<file path="src/rtl/preset_timer_pkg.sv">
// Shared types for the preset timer.
// Assumes a 2-bit register address space with four registers.
package preset_timer_pkg;

    typedef enum logic [1:0] {
        REG_PRESET_HI = 2'd0,
        REG_PRESET_LO = 2'd1,
        REG_GO        = 2'd2,
        REG_HALT      = 2'd3
    } tmr_reg_e;

    // Decoded one-cycle bus strobes
    typedef struct packed {
        logic wr_hi;
        logic wr_lo;
        logic rd_go;
        logic rd_halt;
    } tmr_strobe_t;

endpackage

</file>
<file path="src/rtl/tmr_decode.sv">
// Bus decoder: turns a selected access into one-cycle strobes.
// Assumes at most one access per cycle and combinational use of the strobes.
module tmr_decode
    import preset_timer_pkg::*;
(
    input  logic        bus_sel,
    input  logic        bus_wr,
    input  logic [1:0]  bus_addr,
    output tmr_strobe_t strobe
);

    // Decode address and direction into strobes
    always_comb begin
        strobe         = '0;
        strobe.wr_hi   = bus_sel &&  bus_wr && (bus_addr == REG_PRESET_HI);
        strobe.wr_lo   = bus_sel &&  bus_wr && (bus_addr == REG_PRESET_LO);
        strobe.rd_go   = bus_sel && !bus_wr && (bus_addr == REG_GO);
        strobe.rd_halt = bus_sel && !bus_wr && (bus_addr == REG_HALT);
    end

endmodule

</file>
<file path="src/rtl/tmr_preset.sv">
// Preset register and read-data multiplexer.
// The upper-byte write replaces the whole preset and the lower-byte write ORs.
// Assumes CNT_W == 2*DATA_W.
module tmr_preset
    import preset_timer_pkg::*;
#(
    parameter int DATA_W = 8,
    parameter int CNT_W  = 2 * DATA_W
) (
    input  logic              clk,
    input  logic              rst_n,
    input  tmr_strobe_t       strobe,
    input  logic [DATA_W-1:0] bus_wdata,
    input  logic              bus_sel,
    input  logic              bus_wr,
    input  logic [1:0]        bus_addr,
    output logic [CNT_W-1:0]  preset,
    output logic [DATA_W-1:0] bus_rdata
);

    // Preset update from byte writes
    always_ff @(posedge clk) begin
        if (!rst_n) begin
            preset <= '0;
        end else if (strobe.wr_hi) begin
            preset <= {bus_wdata, {DATA_W{1'b0}}};
        end else if (strobe.wr_lo) begin
            preset <= preset | {{DATA_W{1'b0}}, bus_wdata};
        end
    end

    // Read-back multiplexer; control addresses read as zero
    always_comb begin
        bus_rdata = '0;
        if (bus_sel && !bus_wr) begin
            case (bus_addr)
                REG_PRESET_HI: bus_rdata = preset[CNT_W-1:DATA_W];
                REG_PRESET_LO: bus_rdata = preset[DATA_W-1:0];
                default:       bus_rdata = '0;
            endcase
        end
    end

endmodule

</file>
<file path="src/rtl/tmr_countdown.sv">
// Prescaled down-counter with expiry flag and halt acknowledge pulse.
// A run lasts max(preset,1)*STEP cycles from the start edge.
// Start takes priority over halt and over expiry in the same cycle.
module tmr_countdown
    import preset_timer_pkg::*;
#(
    parameter int CNT_W = 16,
    parameter int STEP  = 8
) (
    input  logic             clk,
    input  logic             rst_n,
    input  tmr_strobe_t      strobe,
    input  logic [CNT_W-1:0] preset,
    output logic             tmr_ready,
    output logic             tmr_running,
    output logic             irq_clr
);

    localparam int PW = (STEP > 1) ? $clog2(STEP) : 1;
    localparam logic [PW-1:0] PRESC_TOP = PW'(STEP - 1);

    logic [CNT_W-1:0] steps_left;
    logic             step_tick;
    logic [CNT_W-1:0] load_val;

    assign load_val = (preset == '0) ? CNT_W'(1) : preset;

    generate
        if (STEP > 1) begin : g_presc
            logic [PW-1:0] presc;
            // Prescaler: restarts on a start read and wraps every STEP cycles
            always_ff @(posedge clk) begin
                if (!rst_n) begin
                    presc <= '0;
                end else if (strobe.rd_go) begin
                    presc <= PRESC_TOP;
                end else if (tmr_running) begin
                    presc <= (presc == '0) ? PRESC_TOP : presc - 1'b1;
                end
            end
            assign step_tick = tmr_running && (presc == '0);
        end else begin : g_nopresc
            assign step_tick = tmr_running;
        end
    endgenerate

    // Step counter, running state and expiry flag
    always_ff @(posedge clk) begin
        if (!rst_n) begin
            steps_left  <= '0;
            tmr_running <= 1'b0;
            tmr_ready   <= 1'b0;
        end else if (strobe.rd_go) begin
            steps_left  <= load_val;
            tmr_running <= 1'b1;
            tmr_ready   <= 1'b0;
        end else if (strobe.rd_halt) begin
            tmr_running <= 1'b0;
            tmr_ready   <= 1'b0;
        end else if (step_tick) begin
            if (steps_left == CNT_W'(1)) begin
                tmr_running <= 1'b0;
                tmr_ready   <= 1'b1;
            end
            steps_left <= steps_left - 1'b1;
        end
    end

    // One-cycle pulse that withdraws the shared interrupt request
    always_ff @(posedge clk) begin
        if (!rst_n) irq_clr <= 1'b0;
        else        irq_clr <= strobe.rd_halt;
    end

endmodule

</file>
<file path="src/rtl/preset_timer.sv">
// Top level: a 16-bit preloadable interval timer on a byte register bus.
// Start and halt are side effects of reads. Assumes a synchronous bus
// with one access per cycle.
module preset_timer
    import preset_timer_pkg::*;
#(
    parameter int DATA_W = 8,
    parameter int STEP   = 8
) (
    input  logic              clk,
    input  logic              rst_n,
    input  logic              bus_sel,
    input  logic              bus_wr,
    input  logic [1:0]        bus_addr,
    input  logic [DATA_W-1:0] bus_wdata,
    output logic [DATA_W-1:0] bus_rdata,
    output logic              tmr_ready,
    output logic              tmr_running,
    output logic              irq_clr
);

    localparam int CNT_W = 2 * DATA_W;

    tmr_strobe_t      strobe;
    logic [CNT_W-1:0] preset;

    tmr_decode u_decode (
        .bus_sel  (bus_sel),
        .bus_wr   (bus_wr),
        .bus_addr (bus_addr),
        .strobe   (strobe)
    );

    tmr_preset #(.DATA_W(DATA_W), .CNT_W(CNT_W)) u_preset (
        .clk       (clk),
        .rst_n     (rst_n),
        .strobe    (strobe),
        .bus_wdata (bus_wdata),
        .bus_sel   (bus_sel),
        .bus_wr    (bus_wr),
        .bus_addr  (bus_addr),
        .preset    (preset),
        .bus_rdata (bus_rdata)
    );

    tmr_countdown #(.CNT_W(CNT_W), .STEP(STEP)) u_count (
        .clk         (clk),
        .rst_n       (rst_n),
        .strobe      (strobe),
        .preset      (preset),
        .tmr_ready   (tmr_ready),
        .tmr_running (tmr_running),
        .irq_clr     (irq_clr)
    );

endmodule

</file>
<file path="config.mk">
export PLATFORM = sky130hd
export DESIGN_NAME = preset_timer
export DESIGN_NICKNAME = d
export VERILOG_FILES = /design/src/rtl/preset_timer_pkg.sv /design/src/rtl/tmr_decode.sv /design/src/rtl/tmr_preset.sv /design/src/rtl/tmr_countdown.sv /design/src/rtl/preset_timer.sv
export SDC_FILE = /design/constraint.sdc
export NUM_CORES = 1
export LEC_CHECK = 0
export BUFFER_PORTS_ARGS = -buffer_cell sky130_fd_sc_hd__buf_2
export CORE_ASPECT_RATIO = 0.5
export CORE_MARGIN = 2
export CORE_UTILIZATION = 30
export DETAILED_ROUTE_END_ITERATION = 8
export PLACE_DENSITY = 0.51
export SLEW_MARGIN = 25
export SYNTH_ARGS = -nofsm -noshare
export SYNTH_HDL_FRONTEND = slang
export SYNTH_HIERARCHICAL = 1
export SYNTH_SLANG_ARGS = --single-unit
</file>
<file path="constraint.sdc">
create_clock -name clk -period 1.9 [get_ports clk]
set_input_delay 0.095 -clock clk [delete_from_list [all_inputs] [get_ports clk]]
set_output_delay 0.095 -clock clk [all_outputs]
set_load 0.005 [all_outputs]
</file>
==> run summary, run 1 <==
Vias in the first global route: 1495
Grt total ovfl: 0
Min Tclk post-route: 1.72 ns
DR iter-0 viols: 100
Max-slew violations: 0
Clock skew: 0.00269 ns
Design area: 0.00232 sq mm
Post-detailed-routing wire length: 4600 microns
Post-Syn Instances: 213
Setup crit start: u_count/g_presc.presc[0]$_SDFFE_PN0P_
Placement Cell Area: 0.00219 sq mm
Post-synth EDFFs: 0
Yosys cell types: 44
Hold buffers post-CTS: 0
Port Buffer Count: 24
Die width: 118 microns
RSZ-0062 raised after global routing: false
Fraction of layout cells with a size suffix above 1: 0.210
Slew @ Worst Pin: 0.484 ns
Initial antenna violation count: 0
Hold Vio Cnt, Final: 0
Seq cells post-synth: 38
Max-Cap Viols: 0
Period utilization: 0.905
Detailed placer's ending HPWL: 3430 microns
Reg2reg start: u_count/g_presc.presc[0]$_SDFFE_PN0P_
GR Util All Layers: 0.138
DIE AREA: 0.00715 sq mm
Drt wl/cell: 13.9 microns
Critical-path cell list: inv_1 -> ha_1 -> and4bb_2 -> nand4_1 -> or4_1 -> a31oi_1
VDD IR max: 0.430 mV
Final core utilization: 0.377
FMAX: 582 MHz
Detail Route Antenna Nets: 0
Setup_tns: 0 ns
WS Path Type: register to register
CP max-delay cell: or4_1
DRC: 0
DIE HEIGHT: 60.8 microns
Critical Path Sink Type: register
Syn. warnings: 6
Via Count: 1633
Crit path DAT: 1.92 ns
CTS max path bufs: 2
PostCTS Resize Cnt: 0
CP top delay family: simple AND/OR/NAND/NOR gates
Hold Path Class: input port to register
Core Box Area: 0.00616 sq mm
Starting density of the core: 0.314
FP Rows: 20
Setup crit start kind: register
Drt first pass iters: 4
Synth Net Count: 231
Leakage power total: 0.000900 uW
Number of CTS-inserted buffers: 5
Main synth FF type: dfxtp_1
Area growth syn-to-layout: 19.9%
Sequential share of the synthesized area: 0.393
Crit path required time: 2.10 ns
Vias per cell: 4.93
Crit-path max FO: 4
Skew-Pair Late Insertion Delay: 0.28 ns
Clk sinks: 38
Avg Cell Area, Syn: 9.09 sq um
Clock root cell: clkbuf_16
Status: finished clean
I/O Pins: 25
Pwr Density: 811 mW/mm^2
H-Tree Depth: 2
Largest net degree at the start of global routing: 33
CTS tree: done
Fin cells: 331
Worst Hold Launch: bus_wdata[2]
# setup viols final: 0
Final GP Congestion: 0.778
Worst relative slew slack: 0.678
Synth Cell Area: 0.00194 sq mm
Buffers & Inverters on Critical Path: 1
Clock-pin slew of the registers on the worst-case setup and hold paths: 0.05 ns
# diodes: 0
Synth async-reset ratio: 0
Pwr Total: 1880 uW
Setup Buffers After CTS: 0
Final-layout fill cell count: 651
Slowest stage delay, CP: 0.44 ns
Nets: 261
Placed cell count: 324
First-pass GRT wire length: 7560 microns
worst register-to-register path, delay by kind of cell (launching register included):
| family | cells | cell delay [ns] |
|---|---|---|
| buf+inv | 1 | 0.08 |
| compound gates | 1 | 0.18 |
| simple gates | 3 | 0.87 |
| flops | 1 | 0.32 |
| fa+ha+maj | 1 | 0.21 |
synth_stat cells (all sizes together), types with 2 or more instances:
| master | instances | area [sq um] |
|---|---|---|
| nand4b | 2 | 17.5 |
| nand3 | 3 | 15.0 |
| nor3 | 3 | 15.0 |
| o31ai | 2 | 15.0 |
| xnor2 | 3 | 26.3 |
| o21ai | 15 | 75.1 |
| or4 | 3 | 22.5 |
| nand4 | 6 | 43.8 |
| inv | 5 | 18.8 |
| nand2 | 3 | 11.3 |
| nor3b | 2 | 15.0 |
| o21a | 5 | 37.5 |
| nor2 | 23 | 86.3 |
| and4bb | 3 | 37.5 |
| xor2 | 9 | 78.8 |
| a31oi | 3 | 18.8 |
| dfxtp | 38 | 761 |
| nor2b | 8 | 50.1 |
| clkbuf | 6 | 22.5 |
| buf | 6 | 37.5 |
| ha | 4 | 50.1 |
| nand2b | 3 | 18.8 |
| mux2i | 16 | 160 |
| nor4 | 6 | 58.8 |
| a21oi | 21 | 105 |
| nand3b | 2 | 15.0 |
| and4b | 3 | 32.5 |
path summary, 6_finish.rpt:
check	end	slack, ns	cells after the start
max	u_count/steps_left[14]$_SDFFE_PN0P_	0.18	6
min	u_preset/preset[2]$_SDFFE_PP0P_	0.07	3
max reg2reg	u_count/steps_left[14]$_SDFFE_PN0P_	0.18	6
min reg2reg	u_count/tmr_ready$_SDFFE_PP0P_	0.50	1
where the power goes:
group / internal (uW) / switching, uW
clock network: 479 / 296
logic: 116 / 124
registers: 830 / 36.7
total: 1430 / 457
sequential cells by signal (all words and copies together) (netlist names):
signal,flops
u_count/g_presc.presc,3
u_count/irq_clr,1
u_count/tmr_running,1
u_count/tmr_ready,1
u_preset/preset,16
u_count/steps_left,16
per-stage QoR:
stage / hold WS, ns / setup WS, ns
global route: 0.0696 / 0.0161
detailed placement: 0.353 / 0.183
finish: 0.0720 / 0.181
CTS: 0.0662 / 0.154
floorplan: 0.223 / 0.258
global placement: 0.346 / 0.234
layout by cell type, fill, tap and decap left out, drive strengths merged:
| cell type | n |
|---|---|
| o221a | 1 |
| o31ai | 2 |
| or2 | 1 |
| o21ba | 1 |
| inv | 5 |
| o221ai | 1 |
| or3b | 1 |
| nand4 | 6 |
| a21oi | 21 |
| nand2 | 3 |
| o21ai | 15 |
| xnor2 | 3 |
| xor2 | 9 |
| or4 | 3 |
| buf | 35 |
| a31oi | 3 |
| a21boi | 1 |
| dfxtp | 38 |
| nor4 | 6 |
| o311a | 1 |
| nand3b | 2 |
| ha | 4 |
| nor3b | 2 |
| mux2i | 16 |
| nand4bb | 1 |
| nor3 | 3 |
| and4b | 3 |
| o21a | 5 |
| o211a | 1 |
| nand3 | 3 |
| clkbuf | 7 |
| nor2b | 8 |
| nand2b | 3 |
| nand4b | 2 |
| and2 | 1 |
| nor2 | 23 |
| and4bb | 3 |
kinds of logic (layout without fill, tap and decap cells):
family                   after synthesis  in the layout  synth area share
adder cells (fa/ha/maj)                4              4            0.0259
AO/OA/AOI/OAI                         52             52             0.160
buffers and inverters                 17             47            0.0407
multiplexers                          16             16            0.0827
XOR/XNOR                              12             12            0.0543
AND/OR/NAND/NOR                       74             74             0.244
flip-flops                            38             38             0.393
layer usage:
metal	wire length (microns)	part of all wire	global-route usage
met5	0	0	0
met4	65	0.014	0.0516
met3	129	0.028	0.0423
met2	1910	0.42	0.201
met1	2490	0.54	0.195
area by class of cell:
cell class              instances  area [sq um]  area share
clock buffers                   7           133      0.0571
well taps                      88           110      0.0474
repair buffers                 35           203      0.0873
multi-input cells             158          1100       0.472
flip-flops and latches         38           761       0.328
inverters                       5          18.8     0.00809
Note: power is estimated with default switching activity, not from simulation.
==> inputs of run 2 (changes only) <==
==> constraint.sdc (replaced) <==
create_clock -name clk -period 1.9 [get_ports clk]
set_input_delay 0.38 -clock clk [delete_from_list [all_inputs] [get_ports clk]]
set_output_delay 0.38 -clock clk [all_outputs]
set_load 0.005 [all_outputs]
==> run 2 against run 1 <==
Net effect:
- die area unchanged
- cell area increased by 1.2%
- final cell count increased by 0.60%
- utilization increased by 0.47 points
- sequential share of layout area decreased by 0.40 points
- maximum frequency decreased by 4.5%
- combinational power increased by 3%
- sequential power about the same
- critical path type is now input port to primary output
- critical endpoint is now bus_rdata[4]
- largest cell class unchanged
- largest power group unchanged
- highest routed layer unchanged
==> run summary, run 2 (synthesis gave the netlist of run 1 again) <==
Clock share of power: 0.419 (+0.007)
Setup_tns: 0 ns (unchanged)
Crit path DAT: 1.42 ns (-0.50 ns)
WS Path Type: input port to primary output
DR iter-0 viols: 97 (-3.0%)
Hold Path Class: input port to register
Final-layout fill cell count: 659 (+1.2%)
Crit-path max FO: 8 (+4)
Grt total ovfl: 0 (unchanged)
Vias in the first global route: 1475 (-1.3%)
Top Metal Used: met4
Die width: 118 microns (unchanged)
Power share of the sequential group: 0.452 (-0.009)
Drt first pass iters: 5 (+1)
VDD IR max: 0.388 mV (-9.7%)
DIE HEIGHT: 60.8 microns (unchanged)
Drt wl/cell: 14.1 microns (+1.2%)
Critical Path Sink Type: primary output
First-pass GRT wire length: 7600 microns (+0.54%)
Leakage power total: 0.000921 uW (+2.3%)
Leading cell types in the layout, fill and taps excluded: dfxtp_1, buf_2, nor2_1, a21oi_1, mux2i_1
DRC: 0 (unchanged)
Leading cell type in the layout, fill and taps excluded: dfxtp_1
Hold WS: 0.359 ns (+0.287 ns)
Port Buffer Count: 24 (unchanged)
Detailed placer's ending HPWL: 3490 microns (+1.6%)
Setup Buffers After CTS: 0 (unchanged)
CTS max path bufs: 2 (unchanged)
Status: finished clean
Routed wl met2: 1960 microns (+2.5%)
Slew @ Worst Pin: 0.511 ns (+0.0271 ns)
Worst reg2reg path depth: 7 (+1)
Detail Route Antenna Nets: 0 (unchanged)
Hold Crit Depth: 3 (unchanged)
Design area: 0.00235 sq mm (+1.2%)
Setup slack at placement: 0.0123 ns (-0.171 ns)
Clock root cell: clkbuf_16
Placement Cell Area: 0.00221 sq mm (+1.0%)
PostCTS Resize Cnt: 0 (unchanged)
Gate power share: 0.128 (about the same)
# diodes: 0 (unchanged)
Clock skew: 0.00173 ns (-0.000960 ns)
DIE AREA: 0.00715 sq mm (unchanged)
Worst relative slew slack: 0.659 (-0.0180)
Area growth syn-to-layout: 21.4%
Hold Vio Cnt, Final: 0 (unchanged)
Core Box Area: 0.00616 sq mm (unchanged)
Initial antenna violation count: 0 (unchanged)
Vias per cell: 4.95 (+0.37%)
Max-Cap Viols: 0 (unchanged)
Largest net degree at the start of global routing: 33 (unchanged)
FP Rows: 20 (unchanged)
# setup viols final: 0 (unchanged)
Skew-Pair Late Insertion Delay: 0.27 ns (about the same)
Period utilization: 0.947 (+0.0426)
Via Count: 1649 (+0.98%)
Final GP Congestion: 0.794 (+2.1%)
Min Tclk post-route: 1.80 ns (+0.0810 ns)
CTS tree: done
R2r setup slk: 0.19 ns (about the same)
Pwr Density: 816 mW/mm^2 (+0.55%)
Reg2reg start: u_count/g_presc.presc[0]$_SDFFE_PN0P_
Worst hold endpoint: u_preset/preset[3]$_SDFFE_PP0P_
Crit path required time: 1.52 ns (-0.58 ns)
Post-detailed-routing wire length: 4680 microns (+1.8%)
NetSw: 460 uW (+0.70%)
RSZ-0062 raised after global routing: false
Worst Hold Launch: bus_wdata[3]
Clk sinks: 38 (unchanged)
Fraction of layout cells with a size suffix above 1: 0.224 (+0.0146)
Starting density of the core: 0.314 (unchanged)
Internal Pwr Total: 1460 uW (+2.1%)
Setup crit start kind: input port
Switch share: 0.240 (-0.00261)
I/O Pins: 25 (unchanged)
FMAX: 556 MHz (-4.5%)
GR Util All Layers: 0.138 (+0.000238)
Nets: 264 (+1.1%)
Hold buffers post-CTS: 0 (unchanged)
Met3 routed WL: 239 microns (+85%)
Max-slew violations: 0 (unchanged)
Wl on met1: 2460 microns (-1.5%)
Clock-pin slew of the registers on the worst-case setup and hold paths: 0.05 ns (about the same)
Largest registers: u_count/steps_left: 16 flops, u_preset/preset: 16 flops, u_count/g_presc.presc: 3 flops
Worst setup margin: 0.100 ns (-0.0810 ns)
RR Endpoint: u_count/steps_left[2]$_SDFFE_PN0P_
Number of CTS-inserted buffers: 5 (unchanged)
H-Tree Depth: 2 (unchanged)
-- run 2: cell count changes in the layout (fill, tap and decap cells not counted) --
| cell | delta |
|---|---|
| buf_4 | +3 |
| clkbuf_1 | -2 |
| clkbuf_8 | +1 |
-- run 2: worst max-delay path by stage --
stage	from	end	slack (ns)	cells after the start
finish	bus_wr	bus_rdata[4]	0.10	5
global route	bus_wr	bus_rdata[4]	0.03	5
CTS	bus_wr	bus_rdata[4]	0.09	5
detailed placement	bus_sel	u_count/steps_left[13]$_SDFFE_PN0P_	0.01	6
global placement	bus_sel	u_count/steps_left[13]$_SDFFE_PN0P_	0.04	6
floorplan	bus_sel	u_count/steps_left[13]$_SDFFE_PN0P_	0.16	5
-- run 2: power groups by stage --
stage | sequential [uW] | combinational (uW) | clock, uW
5_1_grt | 872 | 273 | 875
3_5_place_dp | 884 | 245 | 0
3_3_place_gp | 883 | 242 | 0
6_report | 867 | 246 | 803
4_1_cts | 867 | 247 | 825
2_1_floorplan | 874 | 166 | 0
-- run 2: per-stage QoR --
stage / instances / power (uW) / utilization
after floorplan: 213 / 1040 / -
final: 333 / 1920 / 0.382
after CTS: 333 / 1940 / 0.382
after global placement: 327 / 1130 / 0.359
after global routing: 333 / 2020 / 0.382
after detailed placement: 327 / 1130 / 0.359
-- run 2: final cells by class --
type                            count  area (sq um)  share of cell area
Multi-Input combinational cell    158          1100               0.466
Sequential cell                    38           761               0.324
Timing Repair Buffer               38           225              0.0958
Clock buffer                        6           139              0.0591
Tap cell                           88           110              0.0469
Inverter                            5          18.8             0.00799
-- run 2: layer usage --
layer	vias up	track usage
met5	-	0
met4	0	0.0361
met3	2	0.0423
met2	37	0.202
met1	771	0.199
li1	839	-
-- run 2: critical path, cell delays in order --
cell,delay [ns]
buf_2,0.10
buf_4,0.13
or3b_1,0.49
nor2_1,0.19
buf_2,0.13
